### src/rtl/dtg_pkg.sv
package dtg_pkg;
  typedef enum logic [2:0] {
    ST_OFF     = 3'd0,
    ST_HI      = 3'd1,
    ST_WAIT_SW = 3'd2,
    ST_LO      = 3'd3,
    ST_WAIT_FB = 3'd4,
    ST_DLY     = 3'd5
  } dtg_state_e;
endpackage

### src/rtl/dtg_sync.sv
module dtg_sync #(
  parameter int W = 2
) (
  input  logic         clk,
  input  logic         rst_n,
  input  logic [W-1:0] d_i,
  output logic [W-1:0] q_o
);
  logic [W-1:0] stage1;
  logic [W-1:0] stage2;

  for (genvar b = 0; b < W; b++) begin : g_bit
    always_ff @(posedge clk or negedge rst_n) begin
      if (!rst_n) begin
        stage1[b] <= 1'b0;
        stage2[b] <= 1'b0;
      end else begin
        stage1[b] <= d_i[b];
        stage2[b] <= stage1[b];
      end
    end
  end

  assign q_o = stage2;
endmodule

### src/rtl/dtg_timer.sv
module dtg_timer #(
  parameter int CNT_W = 8
) (
  input  logic             clk,
  input  logic             rst_n,
  input  logic             load_i,
  input  logic [CNT_W-1:0] load_val_i,
  input  logic             run_i,
  output logic             zero_o
);
  logic [CNT_W-1:0] cnt;

  always_ff @(posedge clk or negedge rst_n) begin
    if (!rst_n) begin
      cnt <= '0;
    end else if (load_i) begin
      cnt <= load_val_i;
    end else if (run_i && (cnt != '0)) begin
      cnt <= cnt - 1'b1;
    end
  end

  assign zero_o = (cnt == '0);
endmodule

### src/rtl/deadtime_gate_ctrl.sv
module deadtime_gate_ctrl
  import dtg_pkg::*;
#(
  parameter int CNT_W = 8
) (
  input  logic             clk,
  input  logic             rst_n,
  input  logic             pwm_cmd_i,
  input  logic             ls_en_i,
  input  logic             uvlo_i,
  input  logic             sw_below_i,
  input  logic             lg_low_i,
  input  logic [CNT_W-1:0] dly_count_i,
  input  logic [CNT_W-1:0] tmo_count_i,
  output logic             hs_gate_o,
  output logic             ls_gate_o,
  output logic             tmo_forced_o
);
  localparam int NSENSE = 2;
  localparam int IDX_SW = 0;
  localparam int IDX_FB = 1;

  dtg_state_e state, state_nxt;
  logic [NSENSE-1:0] sense_raw, sense_s;
  logic sw_s, fb_s;
  logic tmo_zero, dly_zero;
  logic tmo_load, dly_load;
  logic forced_nxt, forced_q;

  assign sense_raw[IDX_SW] = sw_below_i;
  assign sense_raw[IDX_FB] = lg_low_i;

  dtg_sync #(.W(NSENSE)) u_sync (
    .clk   (clk),
    .rst_n (rst_n),
    .d_i   (sense_raw),
    .q_o   (sense_s)
  );

  assign sw_s = sense_s[IDX_SW];
  assign fb_s = sense_s[IDX_FB];

  always_comb begin
    state_nxt  = state;
    forced_nxt = 1'b0;
    if (uvlo_i) begin
      state_nxt = ST_OFF;
    end else begin
      unique case (state)
        ST_OFF:     state_nxt = pwm_cmd_i ? ST_WAIT_FB : ST_WAIT_SW;
        ST_HI:      if (!pwm_cmd_i) state_nxt = ST_WAIT_SW;
        ST_WAIT_SW: begin
          if (pwm_cmd_i) begin
            state_nxt = ST_WAIT_FB;
          end else if (sw_s) begin
            state_nxt = ST_LO;
          end else if (tmo_zero) begin
            state_nxt  = ST_LO;
            forced_nxt = 1'b1;
          end
        end
        ST_LO:      if (pwm_cmd_i) state_nxt = ST_WAIT_FB;
        ST_WAIT_FB: begin
          if (!pwm_cmd_i)  state_nxt = ST_WAIT_SW;
          else if (fb_s)   state_nxt = ST_DLY;
        end
        ST_DLY: begin
          if (!pwm_cmd_i)    state_nxt = ST_WAIT_SW;
          else if (dly_zero) state_nxt = ST_HI;
        end
        default:    state_nxt = ST_OFF;
      endcase
    end
  end

  assign tmo_load = (state_nxt == ST_WAIT_SW) && (state != ST_WAIT_SW);
  assign dly_load = (state_nxt == ST_DLY) && (state != ST_DLY);

  dtg_timer #(.CNT_W(CNT_W)) u_tmo_timer (
    .clk        (clk),
    .rst_n      (rst_n),
    .load_i     (tmo_load),
    .load_val_i (tmo_count_i),
    .run_i      (state == ST_WAIT_SW),
    .zero_o     (tmo_zero)
  );

  dtg_timer #(.CNT_W(CNT_W)) u_dly_timer (
    .clk        (clk),
    .rst_n      (rst_n),
    .load_i     (dly_load),
    .load_val_i (dly_count_i),
    .run_i      (state == ST_DLY),
    .zero_o     (dly_zero)
  );

  always_ff @(posedge clk or negedge rst_n) begin
    if (!rst_n) begin
      state    <= ST_OFF;
      forced_q <= 1'b0;
    end else begin
      state    <= state_nxt;
      forced_q <= forced_nxt;
    end
  end

  assign hs_gate_o    = (state == ST_HI) && !uvlo_i;
  assign ls_gate_o    = (state == ST_LO) && ls_en_i && !uvlo_i;
  assign tmo_forced_o = forced_q;
endmodule

### config.mk
export PLATFORM = sky130hd
export DESIGN_NAME = deadtime_gate_ctrl
export DESIGN_NICKNAME = d
export VERILOG_FILES = /design/src/rtl/dtg_pkg.sv /design/src/rtl/dtg_sync.sv /design/src/rtl/dtg_timer.sv /design/src/rtl/deadtime_gate_ctrl.sv
export SDC_FILE = /design/constraint.sdc
export NUM_CORES = 1
export LEC_CHECK = 0
export ABC_AREA = 1
export BUFFER_PORTS_ARGS = -buffer_cell sky130_fd_sc_hd__buf_2
export CAP_MARGIN = 30
export CORE_MARGIN = 5
export CORE_UTILIZATION = 45
export DETAILED_ROUTE_END_ITERATION = 12
export PLACE_DENSITY_LB_ADDON = 0.08
export SLEW_MARGIN = 20
export SYNTH_ARGS = -nofsm -noshare
export SYNTH_HDL_FRONTEND = slang
export SYNTH_HIERARCHICAL = 1
export SYNTH_SLANG_ARGS = --single-unit
### constraint.sdc
create_clock -name clk -period 2.4 [get_ports clk]
set_clock_uncertainty 0.1 [all_clocks]
set_input_delay 0.24 -clock clk [delete_from_list [all_inputs] [get_ports clk]]
set_output_delay 0.24 -clock clk [all_outputs]
set_load 0.005 [all_outputs]
==> run_results.csv, run 1 <==
group,metric,value,unit
run_status,outcome,"complete, no violations",
clocking,clockBufferDepth,2,
routing,dr.pass1.iters,4,
worst_setup_path,r2r_start,"u_tmo_timer/cnt[0]$_DFFE_PN0P_",
place,dpl.hpwl,2.75,mm
finish,stdcell_area,0.00193,mm2
logic_synthesis,synth_area_leader_cell,"dfrtp_1",
routing,totalWireLength,3.56,mm
floorplanning,start_util,47.6,%
routing,first_iter_violations,127,
routing,wire_per_inst,11.0,um
grt,gr-total-overflow,0,
clocking,cts-root-buf,"clkbuf_4",
worst_setup_path,crit_type,"flop to flop",
worst_setup_path,crit_chain,"inv_1 > ha_1 > nand2_1 > nor2_1 > or2_2 > nand3_1 > nand2_1 > nor2_2 > nor2_1 > nor2_2 > buf_6 > nand2_1 > o21ai_0 > nand2_1 > o21ai_1",
grt,antenna_found_initial,0,
clocking,cts.sinks,24,
floorplanning,die_h,70.1,um
timing,worst_slack,0.175,ns
floorplanning,io_pins,26,
floorplanning,coreArea,0.00342,mm2
finish,drive_gt1_share,20.8,%
place,place_area,0.00182,mm2
logic_synthesis,synth_top_area_share,37.0,%
worst_setup_path,cp_data_required_time,2.55,ns
timing,max-slew-margin-rel,62.8,%
grt,gr-usage-all-layers,15.5,%
logic_synthesis,synth.distinct_cells,24,
grt,grt_max_degree,25,
worst_setup_path,crit_family,"simple AND/OR/NAND/NOR gates",
place,pre_cts_slack,0.0888,ns
floorplanning,dieArea,0.00491,mm2
worst_hold_path,worst_hold_path_type,"input pin to flop",
clocking,cts_tree,"built",
finish,nets,307,
worst_setup_path,cp_common_cell,"nand2_1",
worst_setup_path,critPathArrivalTime,2.38,ns
worst_setup_path,rr_endpoint,"u_tmo_timer/cnt[0]$_DFFE_PN0P_",
grt,first_global_vias,1424,
logic_synthesis,yosysSeqAreaShare,37.0,%
logic_synthesis,ys_top_cells_by_area,"dfrtp_1 37%, nand2_1 21%, nand3_1 8.9%",
worst_setup_path,cp_num_cells,15,
timing,holdWs,0.0267,ns
logic_synthesis,syn_inst,245,
logic_synthesis,yosysWarnings,6,
power,power_density,934,mW/mm2
timing,fin_tns_setup,0,ns
timing,hold_violations,0,
worst_setup_path,r2r_cells,15,
finish,layout_common_cells,"90 x nand2_1, 29 x nand3_1, 28 x nor2_1",
worst_setup_path,cp.buffers_inverters,2,
place,io_buffers,25,
logic_synthesis,synth_area,0.00163,mm2
power,p_switching,0.771,mW
clocking,path_clk_slew,0.14,ns
routing,routed_via_density,4.81,
power,intPower,1.03,mW
worst_setup_path,path_max_fanout,12,
timing,grt_setup_unrepaired,"no",
place,place.gp.congestion,0.813,
timing,worst-slew-pin-transition,0.557,ns
grt,grt_pass1_wl,6.37,mm
power,vdd_drop_max,0.550,mV
worst_setup_path,crit_path_end,"u_tmo_timer/cnt[0]$_DFFE_PN0P_",
routing,ant_nets,0,
power,power,1.80,mW
finish,syn_to_final_growth,18.8,%
worst_setup_path,slowest_delay,0.38,ns
clocking,clk_latency,0.32,ns
routing,drc,0,
logic_synthesis,ys_ff_latch,24,
power,p_leak,0.996,nW
power,switching_share,42.8,%
finish,diodes,0,
timing,fmax,449,MHz
power,pwr-share-comb,46.7,%
worst_setup_path,r2r_setup_slack,0.17,ns
worst_setup_path,crit_path_top_delay_cell,"dfrtp_1",
timing,setup_viol,0,
clocking,cts_htree_levels,1,
flow_run,drv_cap,0,
logic_synthesis,syn_nets,272,
timing,period_share,92.7,%
power,pwr-share-seq,37.0,%
finish,layout_commonest_cell,"nand2_1",
clocking,cts_buffers,3,
worst_setup_path,worstSetupEndpointType,"flop",
logic_synthesis,synth_area_per_cell,6.63,um2
timing,fin_crit,2.23,ns
power,power_frac_clock,16.3,%
floorplanning,fp.dieW,70.1,um
floorplanning,core.rowCount,21,
timing,slew_viol_final,0,
worst_setup_path,cp-start-kind,"flop",
routing,vias,1564,
worst_setup_path,crit_start,"u_tmo_timer/cnt[0]$_DFFE_PN0P_",
-- per-stage QoR --
step / instances / util, %
after floorplan: 245 / -
after global placement: 317 / 53.3
after detailed placement: 317 / 53.3
after CTS: 324 / 55.7
after global routing: 325 / 56.5
final: 325 / 56.5
-- worst reg2reg max path, stage by stage, from the launching register on --
cell     delay, ns
dfrtp_1       0.38
inv_1         0.06
ha_1          0.20
nand2_1       0.13
nor2_1        0.09
or2_2         0.27
nand3_1       0.08
nand2_1       0.06
nor2_2        0.12
nor2_1        0.08
nor2_2        0.13
buf_6         0.16
nand2_1       0.07
o21ai_0       0.07
nand2_1       0.07
o21ai_1       0.09
-- logic make-up after synthesis --
group / share of synthesized area (%)
fa+ha+maj: 3.08
simple gates: 44.2
buf+inv: 7.54
flops: 37.0
xor+xnor: 1.08
compound gates: 7.16
-- how the worst min path moves through the flow --
stage | startpoint | slack, ns | cells after the start | end
6_report | tmo_count_i[5] | 0.03 | 3 | u_tmo_timer/cnt[5]$_DFFE_PN0P_
5_1_grt | tmo_count_i[5] | 0.02 | 3 | u_tmo_timer/cnt[5]$_DFFE_PN0P_
4_1_cts | tmo_count_i[5] | 0.01 | 3 | u_tmo_timer/cnt[5]$_DFFE_PN0P_
3_5_place_dp | rst_n | 0.17 | 1 | u_tmo_timer/cnt[0]$_DFFE_PN0P_
3_3_place_gp | rst_n | 0.17 | 1 | u_tmo_timer/cnt[0]$_DFFE_PN0P_
2_1_floorplan | rst_n | -0.16 | 0 | state[0]$_DFF_PN0_
-- cell usage after synthesis, drive strengths merged --
cell type / count
o21ai: 16
nand2: 94
clkinv: 2
buf: 1
dfrtp: 24
a21oi: 2
nor2: 35
nor4: 1
nand3: 30
inv: 25
or2: 1
xnor2: 2
clkbuf: 2
nand4: 5
ha: 4
nor3: 1
-- repair_timing --
action | CTS | global route
hold buffers | 3 | 0
setup endpoints to repair | 0 | 14
resized for setup | 0 | 8
buffers inserted | 0 | 1
hold endpoints to repair | 26 | 0
-- per-layer routing --
layer	GRT usage, %	vias to the layer above	wire, um
met4	2.55	0	21
met2	23.8	25	1530
li1	-	842	-
met3	3.87	2	174
met5	0	-	0
met1	22.3	695	1840
-- area by class of cell --
class / count / area [um2]
clock inverter: 1 / 30.0
clock buffer: 3 / 22.5
multi-input combinational: 191 / 920
fill: 335 / 1490
timing repair buffer: 33 / 196
tap: 46 / 57.6
inverter: 27 / 104
sequential: 24 / 601
-- state kept, by name, summed over array words and instances, names as in the netlist --
register / flops
u_dly_timer/cnt: 8
u_tmo_timer/cnt: 8
state: 3
u_sync/q_o: 2
u_sync/stage1: 2
tmo_forced_o: 1
-- power groups by stage --
stage                     combinational [mW]  clock (mW)  sequential, mW
final                                  0.841       0.293           0.668
after global routing                   0.986       0.324           0.689
after CTS                              0.821       0.303           0.662
after detailed placement               0.815           0           0.669
after global placement                 0.815           0           0.670
after floorplan                        0.645           0           0.632
Power figures use the tool's default switching activity.
==> inputs of run 2 (changes only) <==
Settings changed: ABC_AREA 1 to not set.
==> run 2 against run 1 <==
  * Clock-buffer cell count rose by 1
  * Area after synthesis fell by 13%
  * Synthesized cell count fell by 38%
  * Combinational power fell by 56%
  * Global-route usage rose by 1.4 points
  * Die area fell by 11%
  * Largest cell class unchanged
  * Largest power group is now registers
==> run_results.csv, run 2 <==
group,metric,value,unit
routing,routed_via_density,5.81,
grt,gr-total-overflow,0,
timing,grt_setup_unrepaired,"no",
clocking,cts_htree_levels,1,
run_status,outcome,"complete, no violations",
finish,layout_common_cells,"25 x buf_2, 24 x dfrtp_1, 13 x nor2_1",
logic_synthesis,syn_inst,151,
power,p_leak,0.702,nW
routing,dr.pass1.iters,4,
finish,stdcell_area,0.00169,mm2
logic_synthesis,synthFlopType,"dfrtp_1",
floorplanning,fp.dieW,66.0,um
routing,totalWireLength,3.34,mm
worst_hold_path,worst_hold_path_type,"input pin to flop",
timing,slew_viol_final,0,
timing,fin_tns_setup,0,ns
floorplanning,core.rowCount,20,
timing,period_share,87.8,%
clocking,postCtsSetupBuffers,0,
timing,hold_violations,0,
logic_synthesis,synth_top_area_share,42.6,%
worst_setup_path,critPathArrivalTime,2.23,ns
floorplanning,die_h,66.0,um
power,power_density,703,mW/mm2
floorplanning,dieArea,0.00435,mm2
logic_synthesis,ys_top_cells_by_area,"dfrtp_1 43%, nor3b_1 3.7%, ha_1 3.5%",
routing,ant_nets,0,
finish,reg_top3,"u_dly_timer/cnt: 8 flops, u_tmo_timer/cnt: 8 flops, state: 3 flops",
clocking,cts_buffers,3,
logic_synthesis,syn_nets,178,
logic_synthesis,yosysWarnings,6,
logic_synthesis,synthArstFlopShare,100,%
finish,layout_commonest_cell,"buf_2",
routing,first_iter_violations,75,
routing,wire_per_inst,14.6,um
logic_synthesis,synth-edff-count,0,
worst_setup_path,worstSetupEndpointType,"flop",
timing,worst_slack,0.293,ns
grt,grt_pass1_wl,5.80,mm
logic_synthesis,synth_area,0.00141,mm2
worst_setup_path,crit_type,"flop to flop",
timing,worst-slew-pin-transition,0.767,ns
worst_setup_path,r2r_cells,4,
floorplanning,io_pins,26,
finish,final_cell_count_no_fill,228,
place,place_area,0.00162,mm2
finish,diodes,0,
power,power,1.19,mW
logic_synthesis,synth_area_leader_cell,"dfrtp_1",
clocking,cts_resized,0,
timing,fmax,475,MHz
clocking,path_clk_slew,0.14,ns
flow_run,drv_cap,0,
grt,gr-usage-all-layers,16.9,%
place,pre_cts_slack,0.299,ns
timing,setup_viol,0,
timing,holdWs,0.0243,ns
clocking,cts_tree,"built",
worst_setup_path,cp-start-kind,"flop",
worst_hold_path,hold_depth,3,
logic_synthesis,synth_most_common_cell,"dfrtp_1",
finish,fin_util,55.8,%
worst_setup_path,path_max_fanout,10,
worst_setup_path,cp_data_required_time,2.52,ns
floorplanning,start_util,46.6,%
clocking,clockBufferDepth,2,
logic_synthesis,yosysSeqAreaShare,42.6,%
clocking,clk_latency,0.32,ns
place,dpl.hpwl,2.50,mm
place,place.gp.congestion,0.812,
grt,grt_max_degree,25,
power,vdd_drop_max,0.267,mV
routing,vias,1325,
place,io_buffers,25,
logic_synthesis,ys_ff_latch,24,
logic_synthesis,synth.distinct_cells,38,
clocking,cts-root-buf,"clkbuf_4",
finish,nets,212,
logic_synthesis,synth_area_per_cell,9.34,um2
routing,drc,0,
place,dp_cells,221,
timing,fin_crit,2.11,ns
clocking,cts.sinks,24,
finish,drive_gt1_share,22.3,%
logic_synthesis,yosys-top-cells-count,"24 x dfrtp_1, 13 x nor2_1, 9 x nor3_1",
floorplanning,coreArea,0.00303,mm2
grt,first_global_vias,1375,
grt,antenna_found_initial,0,
timing,max-slew-margin-rel,48.4,%
finish,syn_to_final_growth,19.8,%
[run 2: timing repair]
item                                   in CTS  in global routing
hold buffers                                3                  0
endpoints found under the hold margin      26                  0
setup endpoints to repair                   0                  0
[run 2: worst paths after layout]
kind	startpoint	to	slack, ns
min in group asynchronous	rst_n	u_dly_timer/cnt[4]$_DFFE_PN0P_	0.32
worst min register to register	u_sync/stage1[1]$_DFF_PN0_	u_sync/q_o[1]$_DFF_PN0_	0.27
worst max-delay path	state[1]$_DFF_PN0_	u_tmo_timer/cnt[7]$_DFFE_PN0P_	0.29
worst min-delay path	dly_count_i[3]	u_dly_timer/cnt[3]$_DFFE_PN0P_	0.02
max in group asynchronous	rst_n	u_sync/stage1[1]$_DFF_PN0_	1.50
worst max register to register	state[1]$_DFF_PN0_	u_tmo_timer/cnt[7]$_DFFE_PN0P_	0.29
[run 2: cells by family after synthesis]
family | after synthesis | share of synthesized area [%]
compound gates | 43 | 22.9
fa+ha+maj | 4 | 3.55
buf+inv | 15 | 4.26
flops | 24 | 42.6
simple gates | 65 | 26.7
[run 2: where the power goes]
group,internal [mW],switching [mW]
clock network,0.0927,0.126
logic,0.183,0.184
registers,0.493,0.108
[run 2: worst max-delay path: stages (launching register included)]
cell and delay (ns):
dfrtp_1 0.53, nor3b_1 0.31, or3b_1 0.48, o311a_1 0.33
a221o_1 0.27
[run 2: final cells by class]
cell class | count | area, um2
timing repair buffer | 35 | 208
fill | 299 | 1340
clock buffer | 4 | 36.3
inverter | 9 | 33.8
tap | 44 | 55.1
multi-input combinational | 112 | 756
sequential | 24 | 601
[run 2: metal layers]
metal	share of wire, %	track usage [%]	wire length (um)
met3	3.7	4.08	122
met4	1.6	5.58	54
met1	41	18.0	1380
met5	0	0	0
met2	53	32.2	1780
